===== src/rtl/secscan_pkg.sv =====
package secscan_pkg;

  // Strobes from the guard control to every scan cell.
  typedef struct packed {
    logic clear;  // synchronous clear: load all-zero this edge
    logic shift;  // qualified shift: take predecessor instead of functional bit
  } cellCtrl_t;

endpackage


===== src/rtl/scan_guard_ctrl.sv =====
module scan_guard_ctrl
  import secscan_pkg::*;
(
  input  logic      clk,
  input  logic      sysRst,
  input  logic      modeSel,
  input  logic      shiftEnPin,
  output cellCtrl_t cellCtrl
);

  logic prevMode;
  logic switchSeen;

  // History of the working mode; reset to functional.
  always_ff @(posedge clk) begin
    if (sysRst) prevMode <= 1'b0;
    else        prevMode <= modeSel;
  end

  always_comb begin
    switchSeen     = prevMode ^ modeSel;
    cellCtrl.clear = sysRst | switchSeen;
    cellCtrl.shift = shiftEnPin & modeSel;
  end

endmodule


===== src/rtl/scan_cell.sv =====
module scan_cell
  import secscan_pkg::*;
(
  input  logic      clk,
  input  cellCtrl_t cellCtrl,
  input  logic      funcBit,
  input  logic      serialIn,
  output logic      cellQ
);

  always_ff @(posedge clk) begin
    if (cellCtrl.clear)      cellQ <= 1'b0;
    else if (cellCtrl.shift) cellQ <= serialIn;
    else                     cellQ <= funcBit;
  end

endmodule


===== src/rtl/scan_chain.sv =====
module scan_chain
  import secscan_pkg::*;
#(
  parameter int CHAIN_LEN = 16
) (
  input  logic                 clk,
  input  cellCtrl_t            cellCtrl,
  input  logic                 scanIn,
  input  logic [CHAIN_LEN-1:0] funcData,
  output logic [CHAIN_LEN-1:0] cellState,
  output logic                 scanOut
);

  localparam int TOP_IDX = CHAIN_LEN - 1;

  logic [CHAIN_LEN-1:0] linkIn;

  for (genvar idx = 0; idx < CHAIN_LEN; idx++) begin : g_cell
    if (idx == 0) begin : g_head
      assign linkIn[idx] = scanIn;
    end else begin : g_body
      assign linkIn[idx] = cellState[idx-1];
    end

    scan_cell uCell (
      .clk      (clk),
      .cellCtrl (cellCtrl),
      .funcBit  (funcData[idx]),
      .serialIn (linkIn[idx]),
      .cellQ    (cellState[idx])
    );
  end

  assign scanOut = cellState[TOP_IDX];

endmodule


===== src/rtl/secure_scan_ctrl.sv =====
module secure_scan_ctrl
  import secscan_pkg::*;
#(
  parameter int CHAIN_LEN = 16
) (
  input  logic                 clk,
  input  logic                 sysRst,
  input  logic                 modeSel,
  input  logic                 shiftEnPin,
  input  logic                 scanIn,
  input  logic [CHAIN_LEN-1:0] funcData,
  output logic [CHAIN_LEN-1:0] regOut,
  output logic                 scanOut
);

  cellCtrl_t cellCtrl;

  scan_guard_ctrl uGuard (
    .clk        (clk),
    .sysRst     (sysRst),
    .modeSel    (modeSel),
    .shiftEnPin (shiftEnPin),
    .cellCtrl   (cellCtrl)
  );

  scan_chain #(.CHAIN_LEN(CHAIN_LEN)) uChain (
    .clk       (clk),
    .cellCtrl  (cellCtrl),
    .scanIn    (scanIn),
    .funcData  (funcData),
    .cellState (regOut),
    .scanOut   (scanOut)
  );

endmodule


===== config.mk =====
export PLATFORM = sky130hd
export DESIGN_NAME = secure_scan_ctrl
export DESIGN_NICKNAME = d
export VERILOG_FILES = /design/src/rtl/secscan_pkg.sv /design/src/rtl/scan_guard_ctrl.sv /design/src/rtl/scan_cell.sv /design/src/rtl/scan_chain.sv /design/src/rtl/secure_scan_ctrl.sv
export SDC_FILE = /design/constraint.sdc
export NUM_CORES = 1
export LEC_CHECK = 0
export BUFFER_PORTS_ARGS = -buffer_cell sky130_fd_sc_hd__buf_2
export CAP_MARGIN = 20
export CORE_MARGIN = 2
export CORE_UTILIZATION = 42
export CTS_BUF_LIST = sky130_fd_sc_hd__clkbuf_4
export DETAILED_ROUTE_END_ITERATION = 8
export GPL_ROUTABILITY_DRIVEN = 0
export PLACE_DENSITY = 0.9
export SETUP_SLACK_MARGIN = 0.4
export SLEW_MARGIN = 20
export SYNTH_ARGS = -nofsm -noshare
export SYNTH_HDL_FRONTEND = slang
export SYNTH_HIERARCHICAL = 1
export SYNTH_SLANG_ARGS = --single-unit

===== constraint.sdc =====
create_clock -name clk -period 1.7 [get_ports clk]
set_input_delay 0.34 -clock clk [delete_from_list [all_inputs] [get_ports clk]]
set_output_delay 0.34 -clock clk [all_outputs]
set_load 0.01 [all_outputs]

==> run metrics, run 1 <==
IO Pins 38; adder-cell share of the synthesized area 0; Num Clock Sinks 17; Crit path buffers/inverters 1; first-pass GRT wire length 1.90 mm; Synth area leaders dfxtp_1, mux2i_1, nor2_1; Mapped Area 596 um2; WP data arrival 770 ps; GRT Total Usage 0.146; Synth area leader dfxtp_1; DP Cell Count 105; Core Util, Final 0.623; Setup Skew 4.76 ps; CTS tree done; Req. time, crit path 1360 ps; die width 41.7 um; most common cell after layout, fill and taps aside buf_2; Clk network pwr share 0.279; met3 Use GR 0.0391; largest net degree at the start of global routing 17; synthesized net count 75; crit path cell chain buf_2; worst skew pair latency 280 ps; maxcap violations 0; min cycle time layout 1110 ps; Core Footprint 0.00132 mm2; multi-input logic area 249 um2; number of I/O port buffers 37; TritonCTS buffer count 3; initial antenna violation count 0; CTS hold repair buffers 0; worst-path fanout max 2; final wirelength 1.10 mm; Final #Nets 116; Post-CTS Resized 0; Worst Max-Slew Pin Slew 542 ps; simple-gate share of the synthesized area 0.132; routing usage on met1 0.170; Post-route DRC 0; cell internal pwr 0.000562 W; Logic pwr share 0.145; Cell Count, Final, Fillers Out 109; most frequent cells in the layout buf_2, dfxtp_1, mux2i_1, nor2_1, clkbuf_4; post-synthesis compound-gate area fraction 0; setup TNS 0 ps; Synth top area share 0.571; die height 41.7 um; Root Buffer clkbuf_4; Seq pwr share 0.576; kind of critical path reg -> out; pins over their slew limit 0; post-synthesis mux area share 0.269; switching pwr 0.000182 W; fin crit share 0.654; worst hold path class in -> reg; crit start category flip-flop; Synth Area in XOR/XNOR 0.0147; via count 501; Lkg Pwr 0.420 nW; Avg Cell Area, Syn 11.0 um2; first-pass iteration count of the detailed router 2; Yosys cell types 8; VDD IR-drop max 0.392 mV; cell family with most CP delay flip-flops; number of global-route vias before repair 446; most used routing layer in global routing met2; layout cell share with drive strength beyond 1 0.447; Ys Warns 6; Seq/Total Area, Yosys 0.571; # rows 13; Routed Antenna Nets 0; Fin. Hold Viols 0; Sw Ratio 0.244; Initial Util 0.452; cells after synthesis 54; DRT iter0 DRCs 2; drt wl/cell 10.0 um; setup bufs post-CTS 0; max frequency 900 MHz; Power per Cell Area 906 mW/mm2; # fillers 111; endpoints failing setup 0; flops & latches, synth 17; Die ar. 0.00174 mm2; antenna diode count 0; main combinational cell family by area after synthesis multiplexers; Area Overhead vs Synth 37.8%; CTS H-tree depth 1; clock transition at the registers of the reported paths 100 ps; sequential cell area 340 um2; clock buffer depth 2; DP Wirelength 837 um; critical path's slowest cell dfxtp_1; vias per cell 4.60; status completed; slew margin rel. 0.639; met2 GRT Util 0.225; Congestion Overflow GR 0; critical path capture point type output pin; CP max stage delay 350 ps; RSZ-0062 raised after global routing false
==> cell families (layout without fill, tap and decap cells) <==
kind of cell | count (synthesis) | after routing
simple gates | 19 | 19
flops | 17 | 17
buf+inv | 1 | 41
mux | 16 | 16
xor+xnor | 1 | 1
==> synthesized netlist by cell type, drive strengths merged <==
library cell  number
and2               1
xnor2              1
nand2b             1
mux2i             16
buf                1
dfxtp             17
nor2b              1
nor2              16
==> area by class of cell <==
cell class,count,area share
sequential,17,0.415
multi-input combinational,36,0.303
clock buffer,3,0.0274
timing repair buffer,37,0.226
clock inverter,1,0.00610
tap,15,0.0229
==> stage by stage <==
step	total power (W)	setup slack [ps]	hold WS, ps	instance area [um2]
floorplan	0.000498	584	412	597
global placement	0.000544	370	468	793
detailed placement	0.000547	336	482	793
CTS	0.000756	581	203	821
global route	0.000794	512	201	821
finish	0.000743	589	217	821
==> registers in the layout (all words and copies together) (netlist names) <==
register	count
uChain/g_cell.uCell/cellQ	16
uGuard/prevMode	1
==> layer usage <==
metal  wire length (um)  share of wire  up-vias
li1                   -              -      260
met1                452           0.41      215
met3                109           0.10        2
met4                 21          0.019        0
met5                  0              0        -
met2                511           0.47       24
==> power groups by stage <==
stage | clock, W | sequential (W) | combinational [W]
6_report | 0.000207 | 0.000428 | 0.000108
5_1_grt | 0.000244 | 0.000432 | 0.000119
4_1_cts | 0.000217 | 0.000429 | 0.000109
3_5_place_dp | 0 | 0.000438 | 0.000109
3_3_place_gp | 0 | 0.000438 | 0.000107
2_1_floorplan | 0 | 0.000448 | 0.0000501
==> final timing paths <==
path                                      from                           end  slack (ps)  cells after the start
setup reg to reg               uGuard/prevMode  uChain/g_cell[2].uCell/cellQ         650                      3
setup / recovery  uChain/g_cell[3].uCell/cellQ                     regOut[3]         590                      1
hold / removal                          sysRst               uGuard/prevMode         220                      2
hold reg to reg   uChain/g_cell[6].uCell/cellQ  uChain/g_cell[7].uCell/cellQ         500                      2
No activity file was read; power rests on OpenSTA's default activity.
==> run 2: changes to the inputs <==
--- a/config.mk
+++ b/config.mk
@@ -8,11 +8,11 @@
 export BUFFER_PORTS_ARGS = -buffer_cell sky130_fd_sc_hd__buf_2
 export CAP_MARGIN = 20
 export CORE_MARGIN = 2
-export CORE_UTILIZATION = 42
+export CORE_UTILIZATION = 38
 export CTS_BUF_LIST = sky130_fd_sc_hd__clkbuf_4
 export DETAILED_ROUTE_END_ITERATION = 8
 export GPL_ROUTABILITY_DRIVEN = 0
-export PLACE_DENSITY = 0.9
+export PLACE_DENSITY = 0.87
 export SETUP_SLACK_MARGIN = 0.4
 export SLEW_MARGIN = 20
 export SYNTH_ARGS = -nofsm -noshare
==> constraint.sdc (replaced) <==
create_clock -name clk -period 1 [get_ports clk]
set_input_delay 0.2 -clock clk [delete_from_list [all_inputs] [get_ports clk]]
set_output_delay 0.2 -clock clk [all_outputs]
set_load 0.01 [all_outputs]
==> run metrics, run 2 (synthesis gave the netlist of run 1 again) <==
min cycle time layout 934 ps; Crit path buffers/inverters 1 (unchanged); most frequent cells in the layout buf_2, buf_6, mux2i_1, dfxtp_2; number of I/O port buffers 37 (unchanged); status completed; Root Buffer clkbuf_4; RSZ-0062 raised after global routing true; fin crit share 0.934; clock transition at the registers of the reported paths 100 ps (about the same); die width 43.6 um (+4.6%); DP Cell Count 109 (+3.8%); Core Util, Final 0.718 (+0.0947); # rows 14 (+1); Cell Count, Final, Fillers Out 115 (+5.5%); Final #Nets 121 (+4.3%); multi-input logic area 310 um2 (+25%); cell family with most CP delay flip-flops; Congestion Overflow GR 0 (unchanged); Post-route DRC 0 (unchanged); WP data arrival 730 ps (-40 ps); die height 43.6 um (+4.6%); vias per cell 4.65 (+1.2%); Num Clock Sinks 17 (unchanged); Power per Cell Area 1290 mW/mm2 (+43%); slew margin rel. 0.855 (+0.217); antenna diode count 0 (unchanged); DP Wirelength 890 um (+6.3%); max reg flops 16 (unchanged); Area Overhead vs Synth 79.4%; via count 535 (+6.8%); top flop regs uChain/g_cell.uCell/cellQ: 16 flops, uGuard/prevMode: 1 flops; endpoints failing setup 0 (unchanged); IO Pins 38 (unchanged); kind of critical path reg -> out; Worst path depth 1 (unchanged); GRT Total Usage 0.150 (+0.00351); layout cell share with drive strength beyond 1 0.747 (+0.301); VDD IR-drop max 0.789 mV (+100%); Worst Max-Slew Pin Slew 211 ps (-331 ps); Req. time, crit path 800 ps (-560 ps); FF-to-FF path depth 3 (unchanged); initial antenna violation count 0 (unchanged); sequential cell area 364 um2 (+7.0%); Initial Util 0.400 (-0.0520); clock buffer depth 2 (unchanged); max frequency 1070 MHz; Lkg Pwr 0.494 nW (+18%); worst-path fanout max 2 (unchanged); Fin. Hold Viols 0 (unchanged); Routed Antenna Nets 0 (unchanged); CTS hold repair buffers 0 (unchanged); worst skew pair latency 280 ps (about the same); worst hold path class in -> reg; CTS H-tree depth 1 (unchanged); Hold Crit Depth 2 (unchanged); # fillers 104 (-6.3%); drt wl/cell 11.9 um (+19%); crit start category flip-flop; final wirelength 1.37 mm (+25%); pins over their slew limit 0 (unchanged); most common cell after layout, fill and taps aside buf_2; CTS tree done; crit path cell chain buf_6; number of global-route vias before repair 550 (+23%); maxcap violations 0 (unchanged); DRT iter0 DRCs 3 (+1); TritonCTS buffer count 3 (unchanged); Core Footprint 0.00149 mm2 (+13%); CP max stage delay 340 ps (about the same); first-pass iteration count of the detailed router 2 (unchanged); critical path capture point type output pin; first-pass GRT wire length 2.15 mm (+13%); Reg with most FFs uChain/g_cell.uCell/cellQ; Setup Skew 0.676 ps (-4.09 ps); critical path's slowest cell dfxtp_2; Die ar. 0.00190 mm2 (+9.5%); largest net degree at the start of global routing 11 (-6)
==> run 2: timing repair <==
| item | in CTS | in global routing |
|---|---|---|
| pin swaps | 15 | 2 |
| cloned | 1 | 0 |
| gates resized for setup | 36 | 11 |
| endpoints found under the setup margin | 33 | 33 |
| setup buffers | 0 | 1 |
==> run 2: power breakdown <==
| group | switching [W] | internal [W] |
|---|---|---|
| registers | 0.0000267 | 0.000719 |
| clock network | 0.000203 | 0.000148 |
| logic | 0.000116 | 0.000170 |
| total | 0.000346 | 0.00104 |
==> run 2: path summary, 6_finish.rpt <==
kind	from	slack, ps	endpoint
worst min register to register	uChain/g_cell[9].uCell/cellQ	520	uChain/g_cell[10].uCell/cellQ
worst max register to register	uGuard/prevMode	90	uChain/g_cell[2].uCell/cellQ
worst min-delay path	sysRst	100	uGuard/prevMode
worst max-delay path	uChain/g_cell[12].uCell/cellQ	70	regOut[12]
==> run 2: routing by layer <==
| layer | up-vias | GRT usage | part of all wire |
|---|---|---|---|
| li1 | 270 | - | - |
| met4 | 0 | 0.0545 | 0 |
| met2 | 25 | 0.276 | 0.52 |
| met1 | 240 | 0.165 | 0.40 |
| met5 | - | 0 | 0 |
| met3 | 0 | 0.0333 | 0.080 |
==> run 2: per-stage QoR <==
| step | setup TNS [ps] | area [um2] | worst slack [ps] | hold WS [ps] | power, W |
|---|---|---|---|---|---|
| 2_1_floorplan | 0 | 601 | 163 | 272 | 0.000849 |
| 3_3_place_gp | 0 | 846 | 26.5 | 367 | 0.000949 |
| 3_5_place_dp | -15.5 | 846 | -6.82 | 373 | 0.000955 |
| 4_1_cts | 0 | 1030 | 58.1 | 102 | 0.00138 |
| 5_1_grt | 0 | 1070 | 21.0 | 95.0 | 0.00145 |
| 6_report | 0 | 1070 | 65.5 | 96.1 | 0.00138 |
==> run 2: layout make-up <==
cell class,instances,area share
clock buffer,3,0.0211
timing repair buffer,41,0.324
tap,16,0.0187
sequential,17,0.341
multi-input combinational,37,0.290
clock inverter,1,0.00468
